## src/rtl/fop_pkg.sv

```systemverilog
package fop_pkg;
  typedef enum logic [1:0] {
    MODE_DEF = 2'd0,
    MODE_PAR = 2'd1,
    MODE_SER = 2'd2
  } mode_e;

  localparam logic [1:0] SEL_USER = 2'b11;
endpackage

```

## src/rtl/fop_mode_latch.sv

```systemverilog
module fop_mode_latch
  import fop_pkg::*;
#(
  parameter int OFF_W = 8
) (
  input  logic             clk_i,
  input  logic             rst_ni,
  input  logic             mrst_i,
  input  logic [1:0]       sel_i,
  input  logic             ser_mode_i,
  output mode_e            mode_o,
  output logic [OFF_W-1:0] dflt_o
);
  function automatic logic [OFF_W-1:0] dflt_of(input logic [1:0] s);
    case (s)
      2'b00:   return OFF_W'(1) << 3;
      2'b01:   return OFF_W'(1) << 4;
      2'b10:   return OFF_W'(1) << 6;
      default: return '0;
    endcase
  endfunction

  mode_e            mode_q;
  logic [OFF_W-1:0] dflt_q;

  always_ff @(posedge clk_i or negedge rst_ni) begin
    if (!rst_ni) begin
      mode_q <= MODE_DEF;
      dflt_q <= OFF_W'(1) << 3;
    end else if (mrst_i) begin
      if (sel_i == SEL_USER) mode_q <= ser_mode_i ? MODE_SER : MODE_PAR;
      else                   mode_q <= MODE_DEF;
      dflt_q <= dflt_of(sel_i);
    end
  end

  assign mode_o = mode_q;
  assign dflt_o = dflt_q;

  // mode only moves under master reset
  assert_mode_hold_R3: assert property (@(posedge clk_i) disable iff (!rst_ni)
    !mrst_i |=> $stable(mode_q));
endmodule

```

## src/rtl/fop_par_loader.sv

```systemverilog
module fop_par_loader #(
  parameter int OFF_W = 8
) (
  input  logic             clk_i,
  input  logic             rst_ni,
  input  logic             clr_i,
  input  logic             en_i,
  input  logic             load_i,
  input  logic [OFF_W-1:0] data_i,
  output logic [OFF_W-1:0] ae_o,
  output logic [OFF_W-1:0] af_o,
  output logic             done_o
);
  logic             ptr_q;
  logic [OFF_W-1:0] ae_q, af_q;
  logic             done_q;

  always_ff @(posedge clk_i or negedge rst_ni) begin
    if (!rst_ni) begin
      ptr_q  <= 1'b0;
      ae_q   <= '0;
      af_q   <= '0;
      done_q <= 1'b0;
    end else if (clr_i) begin
      ptr_q  <= 1'b0;
      ae_q   <= '0;
      af_q   <= '0;
      done_q <= 1'b0;
    end else if (en_i && load_i) begin
      ptr_q <= ~ptr_q;
      if (!ptr_q) ae_q <= data_i;
      else begin
        af_q   <= data_i;
        done_q <= 1'b1;
      end
    end
  end

  assign ae_o   = ae_q;
  assign af_o   = af_q;
  assign done_o = done_q;

  assert_par_hold_R4: assert property (@(posedge clk_i) disable iff (!rst_ni)
    (!clr_i && !(en_i && load_i)) |=> ($stable(ae_q) && $stable(af_q) && $stable(done_q)));
  assert_par_first_R4: assert property (@(posedge clk_i) disable iff (!rst_ni)
    (!clr_i && en_i && load_i && !ptr_q) |=> $stable(af_q));
endmodule

```

## src/rtl/fop_ser_loader.sv

```systemverilog
module fop_ser_loader #(
  parameter int OFF_W = 8
) (
  input  logic             clk_i,
  input  logic             rst_ni,
  input  logic             clr_i,
  input  logic             en_i,
  input  logic             ser_en_i,
  input  logic             ser_d_i,
  output logic [OFF_W-1:0] ae_o,
  output logic [OFF_W-1:0] af_o,
  output logic             done_o
);
  localparam int TOT   = 2 * OFF_W;
  localparam int CNT_W = $clog2(TOT + 1);

  logic [TOT-1:0]   sr_q;
  logic [TOT-1:0]   full;
  logic [CNT_W-1:0] cnt_q;
  logic [OFF_W-1:0] ae_q, af_q;
  logic             done_q;
  logic             take;

  assign take = en_i && ser_en_i && (cnt_q != CNT_W'(TOT));
  assign full = {sr_q[TOT-2:0], ser_d_i};

  always_ff @(posedge clk_i or negedge rst_ni) begin
    if (!rst_ni) begin
      sr_q   <= '0;
      cnt_q  <= '0;
      ae_q   <= '0;
      af_q   <= '0;
      done_q <= 1'b0;
    end else if (clr_i) begin
      sr_q   <= '0;
      cnt_q  <= '0;
      ae_q   <= '0;
      af_q   <= '0;
      done_q <= 1'b0;
    end else if (take) begin
      sr_q  <= full;
      cnt_q <= cnt_q + 1'b1;
      if (cnt_q == CNT_W'(TOT - 1)) begin
        ae_q   <= full[TOT-1:OFF_W];
        af_q   <= full[OFF_W-1:0];
        done_q <= 1'b1;
      end
    end
  end

  assign ae_o   = ae_q;
  assign af_o   = af_q;
  assign done_o = done_q;

  assert_ser_cnt_R5: assert property (@(posedge clk_i) disable iff (!rst_ni)
    cnt_q <= CNT_W'(TOT));
  assert_ser_freeze_R5: assert property (@(posedge clk_i) disable iff (!rst_ni)
    (done_q && !clr_i) |=> (done_q && $stable(ae_q) && $stable(af_q)));
  assert_ser_done_cnt_R5: assert property (@(posedge clk_i) disable iff (!rst_ni)
    done_q |-> (cnt_q == CNT_W'(TOT)));
endmodule

```

## src/rtl/fifo_offset_prog.sv

```systemverilog
module fifo_offset_prog
  import fop_pkg::*;
#(
  parameter int OFF_W = 8
) (
  input  logic             clk_i,
  input  logic             rst_ni,
  input  logic             mrst_i,
  input  logic             prst_i,
  input  logic [1:0]       sel_i,
  input  logic             ser_mode_i,
  input  logic             load_i,
  input  logic [OFF_W-1:0] data_i,
  input  logic             ser_en_i,
  input  logic             ser_d_i,
  output logic [OFF_W-1:0] ae_off_o,
  output logic [OFF_W-1:0] af_off_o,
  output logic             done_o
);
  mode_e            mode;
  logic [OFF_W-1:0] dflt;
  logic [OFF_W-1:0] par_ae, par_af, ser_ae, ser_af;
  logic             par_done, ser_done;

  fop_mode_latch #(.OFF_W(OFF_W)) u_mode (
    .clk_i, .rst_ni, .mrst_i, .sel_i, .ser_mode_i,
    .mode_o(mode), .dflt_o(dflt)
  );

  fop_par_loader #(.OFF_W(OFF_W)) u_par (
    .clk_i, .rst_ni, .clr_i(mrst_i), .en_i(mode == MODE_PAR),
    .load_i, .data_i, .ae_o(par_ae), .af_o(par_af), .done_o(par_done)
  );

  fop_ser_loader #(.OFF_W(OFF_W)) u_ser (
    .clk_i, .rst_ni, .clr_i(mrst_i), .en_i(mode == MODE_SER),
    .ser_en_i, .ser_d_i, .ae_o(ser_ae), .af_o(ser_af), .done_o(ser_done)
  );

  always_comb begin
    unique case (mode)
      MODE_PAR: begin ae_off_o = par_ae; af_off_o = par_af; done_o = par_done; end
      MODE_SER: begin ae_off_o = ser_ae; af_off_o = ser_af; done_o = ser_done; end
      default:  begin ae_off_o = dflt;   af_off_o = dflt;   done_o = 1'b1;     end
    endcase
  end

  assert_dflt_R2: assert property (@(posedge clk_i) disable iff (!rst_ni)
    (mrst_i && sel_i != SEL_USER) |=>
      (done_o && ae_off_o == af_off_o && $countones(ae_off_o) == 1));
  assert_user_clr_R3: assert property (@(posedge clk_i) disable iff (!rst_ni)
    (mrst_i && sel_i == SEL_USER) |=> (!done_o && ae_off_o == '0 && af_off_o == '0));
  assert_prst_R6: assert property (@(posedge clk_i) disable iff (!rst_ni)
    (prst_i && !mrst_i && !load_i && !ser_en_i) |=>
      ($stable(ae_off_o) && $stable(af_off_o) && $stable(done_o)));
  assert_done_hold_R4: assert property (@(posedge clk_i) disable iff (!rst_ni)
    (done_o && !mrst_i) |=> done_o);
endmodule

```

## config.mk

```make
export PLATFORM = sky130hd
export DESIGN_NAME = fifo_offset_prog
export DESIGN_NICKNAME = d
export VERILOG_FILES = /design/src/rtl/fop_pkg.sv /design/src/rtl/fop_mode_latch.sv /design/src/rtl/fop_par_loader.sv /design/src/rtl/fop_ser_loader.sv /design/src/rtl/fifo_offset_prog.sv
export SDC_FILE = /design/constraint.sdc
export NUM_CORES = 1
export LEC_CHECK = 0
export BUFFER_PORTS_ARGS = -buffer_cell sky130_fd_sc_hd__buf_2
export CAP_MARGIN = 25
export CORE_MARGIN = 10
export CORE_UTILIZATION = 50
export DETAILED_ROUTE_END_ITERATION = 8
export PLACE_DENSITY = 0.7
export RECOVER_POWER = 25
export SLEW_MARGIN = 0
export SYNTH_ARGS = -nofsm -noshare
export SYNTH_HDL_FRONTEND = slang
export SYNTH_HIERARCHICAL = 1
export SYNTH_SLANG_ARGS = --single-unit
```

## constraint.sdc

```tcl
create_clock -name clk_i -period 4.6 [get_ports clk_i]
set_input_delay 0.23 -clock clk_i [delete_from_list [all_inputs] [get_ports clk_i]]
set_output_delay 0.23 -clock clk_i [all_outputs]
set_load 0.005 [all_outputs]
```

## Word level (Yosys, flattened, before mapping)

Cells that the tools add are included.

- Output and inout port bits: 17
- Word-level logic and storage cells: 62
- Input bits: 18
- Flip-flop bits (word level): 65

- $add $sub $neg: 1
- Equality and inequality tests: 8
- Mux-type cells: 30
- Bitwise gates (word level): 1
- Reduce and logical (&&, ||, !) cells: 11

Operator list:

| kind | count |
|---|---|
| $mux 8 | 12 |
| $pmux 8 s2 | 2 |
| $mux 15 | 2 |
| $pmux 7 s3 | 1 |
| $mux 5 | 2 |
| $mux 1 | 8 |
| $reduce_bool 2->1 | 4 |
| $eq 2x2->1 const B | 3 |
| $reduce_and 2->1 | 3 |
| $add 5x1->5 const B | 1 |
| $eq 5x4->1 const B | 1 |
| $ne 5x5->1 const B | 1 |
| $eq 2x1->1 const B | 2 |
| $mux 2 | 2 |
| $logic_and 1x1->1 | 3 |
| $logic_not 2->1 | 1 |
| $ne 2x2->1 const B | 1 |
| $pmux 1 s2 | 1 |
| $not 1->1 | 1 |

## Logic depth before layout (Yosys ltp)

- Depth after elaboration: 5
- Gate-level depth with buffers: 7
- Mapped depth without buffers: 5

## Cells and area by module

The synthesis kept the hierarchy.

By module, submodules not included:

| module | cells an instance | area an instance (µm²) | sequential area each (µm²) | instances |
|---|---|---|---|---|
| fop_ser_loader | 137 | 1696.6 | 925.9 | 1 |
| fop_par_loader | 70 | 840.8 | 450.4 | 1 |
| fifo_offset_prog | 51 | 439.2 | 0.0 | 1 |
| fop_mode_latch | 26 | 262.8 | 126.4 | 1 |

## Least setup slack after synthesis

Ideal clock, no wire load.

- Path kind: reg2reg
- Start point: register u_ser.cnt_q[0]
- End point: register u_ser.done_q, in the netlist u_ser/done_o
- Path slack: 2.977 ns
- Arrival: 1.504 ns
- Buffers on the path: 2
- Stages on the path, launching flop included: 8
- Cells stage by stage: dfrtp_1 > ha_1 > and3_1 > ha_1 > nor3b_2 > buf_6 > buf_12 > o21ba_1

- Word-level cells in the longest chain between the ends: 4
- Elaborated cells between the ends (all ways): 6
- Those cells by class: 2 x eq/ne; 4 x reduce/logical

Ends and longest elaborated chain:

| item | line | source |
|---|---|---|
| start: declaration | fop_ser_loader.sv:19 | `logic [CNT_W-1:0] cnt_q;` |
| start signal: assignment | fop_ser_loader.sv:42 | `cnt_q <= cnt_q + 1'b1;` |
| $ne 5x5->1 | fop_ser_loader.sv:24 | `assign take = en_i && ser_en_i && (cnt_q != CNT_W'(TOT));` |
| $logic_and 1x1->1 | fop_ser_loader.sv:24 |  |
| $reduce_bool 2->1 (no line) | n/a |  |
| $reduce_and 2->1 (no line) * | n/a |  |
| end signal: assignment | fop_ser_loader.sv:33 | `done_q <= 1'b0;` |
| end signal: assignment | fop_ser_loader.sv:39 | `done_q <= 1'b0;` |
| end signal: assignment | fop_ser_loader.sv:46 | `done_q <= 1'b1;` |
| end: declaration | fop_ser_loader.sv:21 | `logic done_q;` |

Mark *: on every way between the ends. The rest lies on a longest branch, timed or not.
A chain may end at the register's enable or synchronous reset.

==> impl_metrics.ini <==
[setup_path]
critPathTopFamily = buffers and inverters
path_max_fanout = 60
path_buf_inv = 2
path_class = input port to asynchronous set/reset pin
path_cells = buf_2 > clkbuf_1
worstPathArrival_ps = 2570
required_ps = 4330
cpPeakStageDelay_ps = 2230
end_kind = asynchronous set/reset pin
crit_path_start_kind = input port
slowest_stage = clkbuf_1

[routing]
drc = 0
vias_per_cell = 5.34
dr.pass1.iters = 5
wl_mm = 6.31
ant_nets = 0
vias = 2111
drt_iter0_drc = 80
avgRoutedWirePerCell_um = 16.0

[grt]
grt_pass1_wl_mm = 10.6
grt_use_total = 0.130
grt_remaining_overflow = 0
grt_max_degree = 74
grt_pass1_vias = 2143
antenna_found_initial = 0

[cts]
cts_sinks = 60
clk_pin_slew_ps = 60
post_cts_buffers = 0
cts_buffers = 9
cts_tree = yes
insertion_delay_ps = 330
clockRootBuffer = clkbuf_8
cts_hold_buf = 0
clockBufferDepth = 2
ctsResizeCount = 0
ctsHtreeMaxLevel = 3

[cells_and_area]
drive_gt1_frac = 0.230
fin_area_sq_um = 3590
area_growth_pct = 11.0
layout_commonest_cell = dfrtp_1
antenna_cells = 0
final_net_count = 336
utilization = 0.569
final_cell_mix = dfrtp_1, nand2b_1, mux2i_1

[sta]
finalClockSkew_ps = 4.33
tightest_slew_ps = 3180
max_clock_freq_mhz = 352
relSlewSlack = -1.12
final-max-slew-violation-count = 61
finalHoldViolations = 0
timing.final.crit_share = 0.617
fin_crit_ps = 2840
finalSetupViolations = 0
fin_tns_setup_ps = 0
rsz0062_at_grt = no

[floorplanning]
core_area_sq_um = 6310
fp.dieW_um = 100
io_pins = 35
die_h_um = 100
start_util = 0.513
die_area_sq_um = 10100
rows = 29

[placed_design]
dp_hpwl_mm = 4.08
place.port_buffers = 33
place.gp.congestion = 0.717
place_area_sq_um = 3350

[yosys]
seq_area_frac_synth = 0.464
yosys_warnings = 6
synthesis.area_sq_um = 3240
avgSynthCellArea_sq_um = 11.4
ys_ff_latch = 60
synth_cell_types = 37
syn_inst = 284

[pwr]
ir_worst_vdd_mv = 0.210
total_power_uw = 1230
powerDensity_nw_per_um2 = 341
p_leak_uw = 0.00166

[min_path]
hold_path_class = input port to flip-flop

[status]
status = complete, but fails checks
violations = capacitance limit, slew limit

[job]
max_cap_violations = 1
==> synthesized netlist by cell type, drive strengths merged <==
master / instances / area share
dfrtp: 59 / 0.46
nand2b: 56 / 0.11
mux2i: 47 / 0.15
nor2: 18 / 0.022
buf: 17 / 0.052
a221oi: 16 / 0.068
inv: 10 / 0.012
nor2b: 8 / 0.015
a21oi: 7 / 0.011
o21ai: 7 / 0.011
clkbuf: 6 / 0.0070
ha: 5 / 0.019
nand3: 4 / 0.0077
nand3b: 3 / 0.0070
or3: 3 / 0.0058
and3: 2 / 0.0039
nand2: 2 / 0.0023
nand4: 2 / 0.0039
a211oi: 1 / 0.0023
a21bo: 1 / 0.0031
a221o: 1 / 0.0035
and3b: 1 / 0.0027
and4bb: 1 / 0.0050
conb: 1 / 0.0012
dfstp: 1 / 0.0081
mux2: 1 / 0.0046
nand4b: 1 / 0.0027
nand4bb: 1 / 0.0035
nor3b: 1 / 0.0039
o21ba: 1 / 0.0031
==> worst paths after layout <==
path / from / to / slack, ps / cells after the start
worst min-delay path: data_i[0] / u_par/ae_o[0] / 180 / 3
worst max-delay path: rst_ni / u_par/af_o[4] / 1760 / 2
worst max register to register: u_mode/mode_o[0] / u_ser/cnt_q[4] / 2430 / 6
max in group clk_i: u_mode/mode_o[0] / ae_off_o[3] / 2190 / 5
min in group asynchronous: rst_ni / u_par/ae_o[6] / 1050 / 2
worst min register to register: u_ser/done_o / u_ser/done_o / 530 / 1
==> sequential cells by signal, indices dropped and copies added, names as in the netlist <==
signal         cells
u_ser/af_o         8
u_ser/done_o       1
u_ser/cnt_q        5
u_mode/dflt_o      3
u_par/ae_o         8
u_ser/ae_o         8
u_par/done_o       1
u_par/af_o         8
u_ser/sr_q        15
u_par/ptr_q        1
u_mode/mode_o      2
==> layer usage <==
layer	GRT usage	share of wire	routed length, um
met1	0.160	0.46	2870
met2	0.202	0.49	3070
met3	0.0370	0.046	293
met4	0.0663	0.011	70
met5	0	0	0
==> stage by stage <==
step	hold slack, ps	setup WS (ps)	instances
after floorplan	-65.6	2980	288
after global placement	439	2490	378
after detailed placement	438	2420	378
after CTS	80.6	2130	394
after global routing	175	1080	395
final	177	1760	395
==> where the power goes <==
group | leakage (uW) | internal, uW | switching, uW
Sequential | 0.000831 | 535 | 5.05
Combinational | 0.000710 | 62.1 | 78.7
Clock | 0.000122 | 348 | 198
==> layout make-up <==
cell class	instances	area [sq um]
clock buffers	12	165
inverters	10	37.5
multi-input cells	195	1520
clock inverters	4	70.1
flip-flops and latches	60	1500
fillers	534	2720
well taps	77	96.3
repair buffers	37	199
==> logic make-up (layout without fill, tap and decap cells) <==
kind of cell	count (synthesis)	count (layout)	synth area share
compound gates	34	34	0.102
flops	60	60	0.464
mux	48	48	0.150
fa+ha+maj	5	5	0.0193
buf+inv	33	63	0.0703
simple gates	103	103	0.194
other cells	1	5	0.00116
==> worst register-to-register path, delay by kind of cell, from the launching register on <==
kind                       cells  cell delay, ps
AOI/OAI and AO/OA              1             180
and+or+nand+nor                2             910
buffers and inverters          2             370
adders and majority gates      1             130
DFF                            1             400
Note: power is estimated with default switching activity, not from simulation.
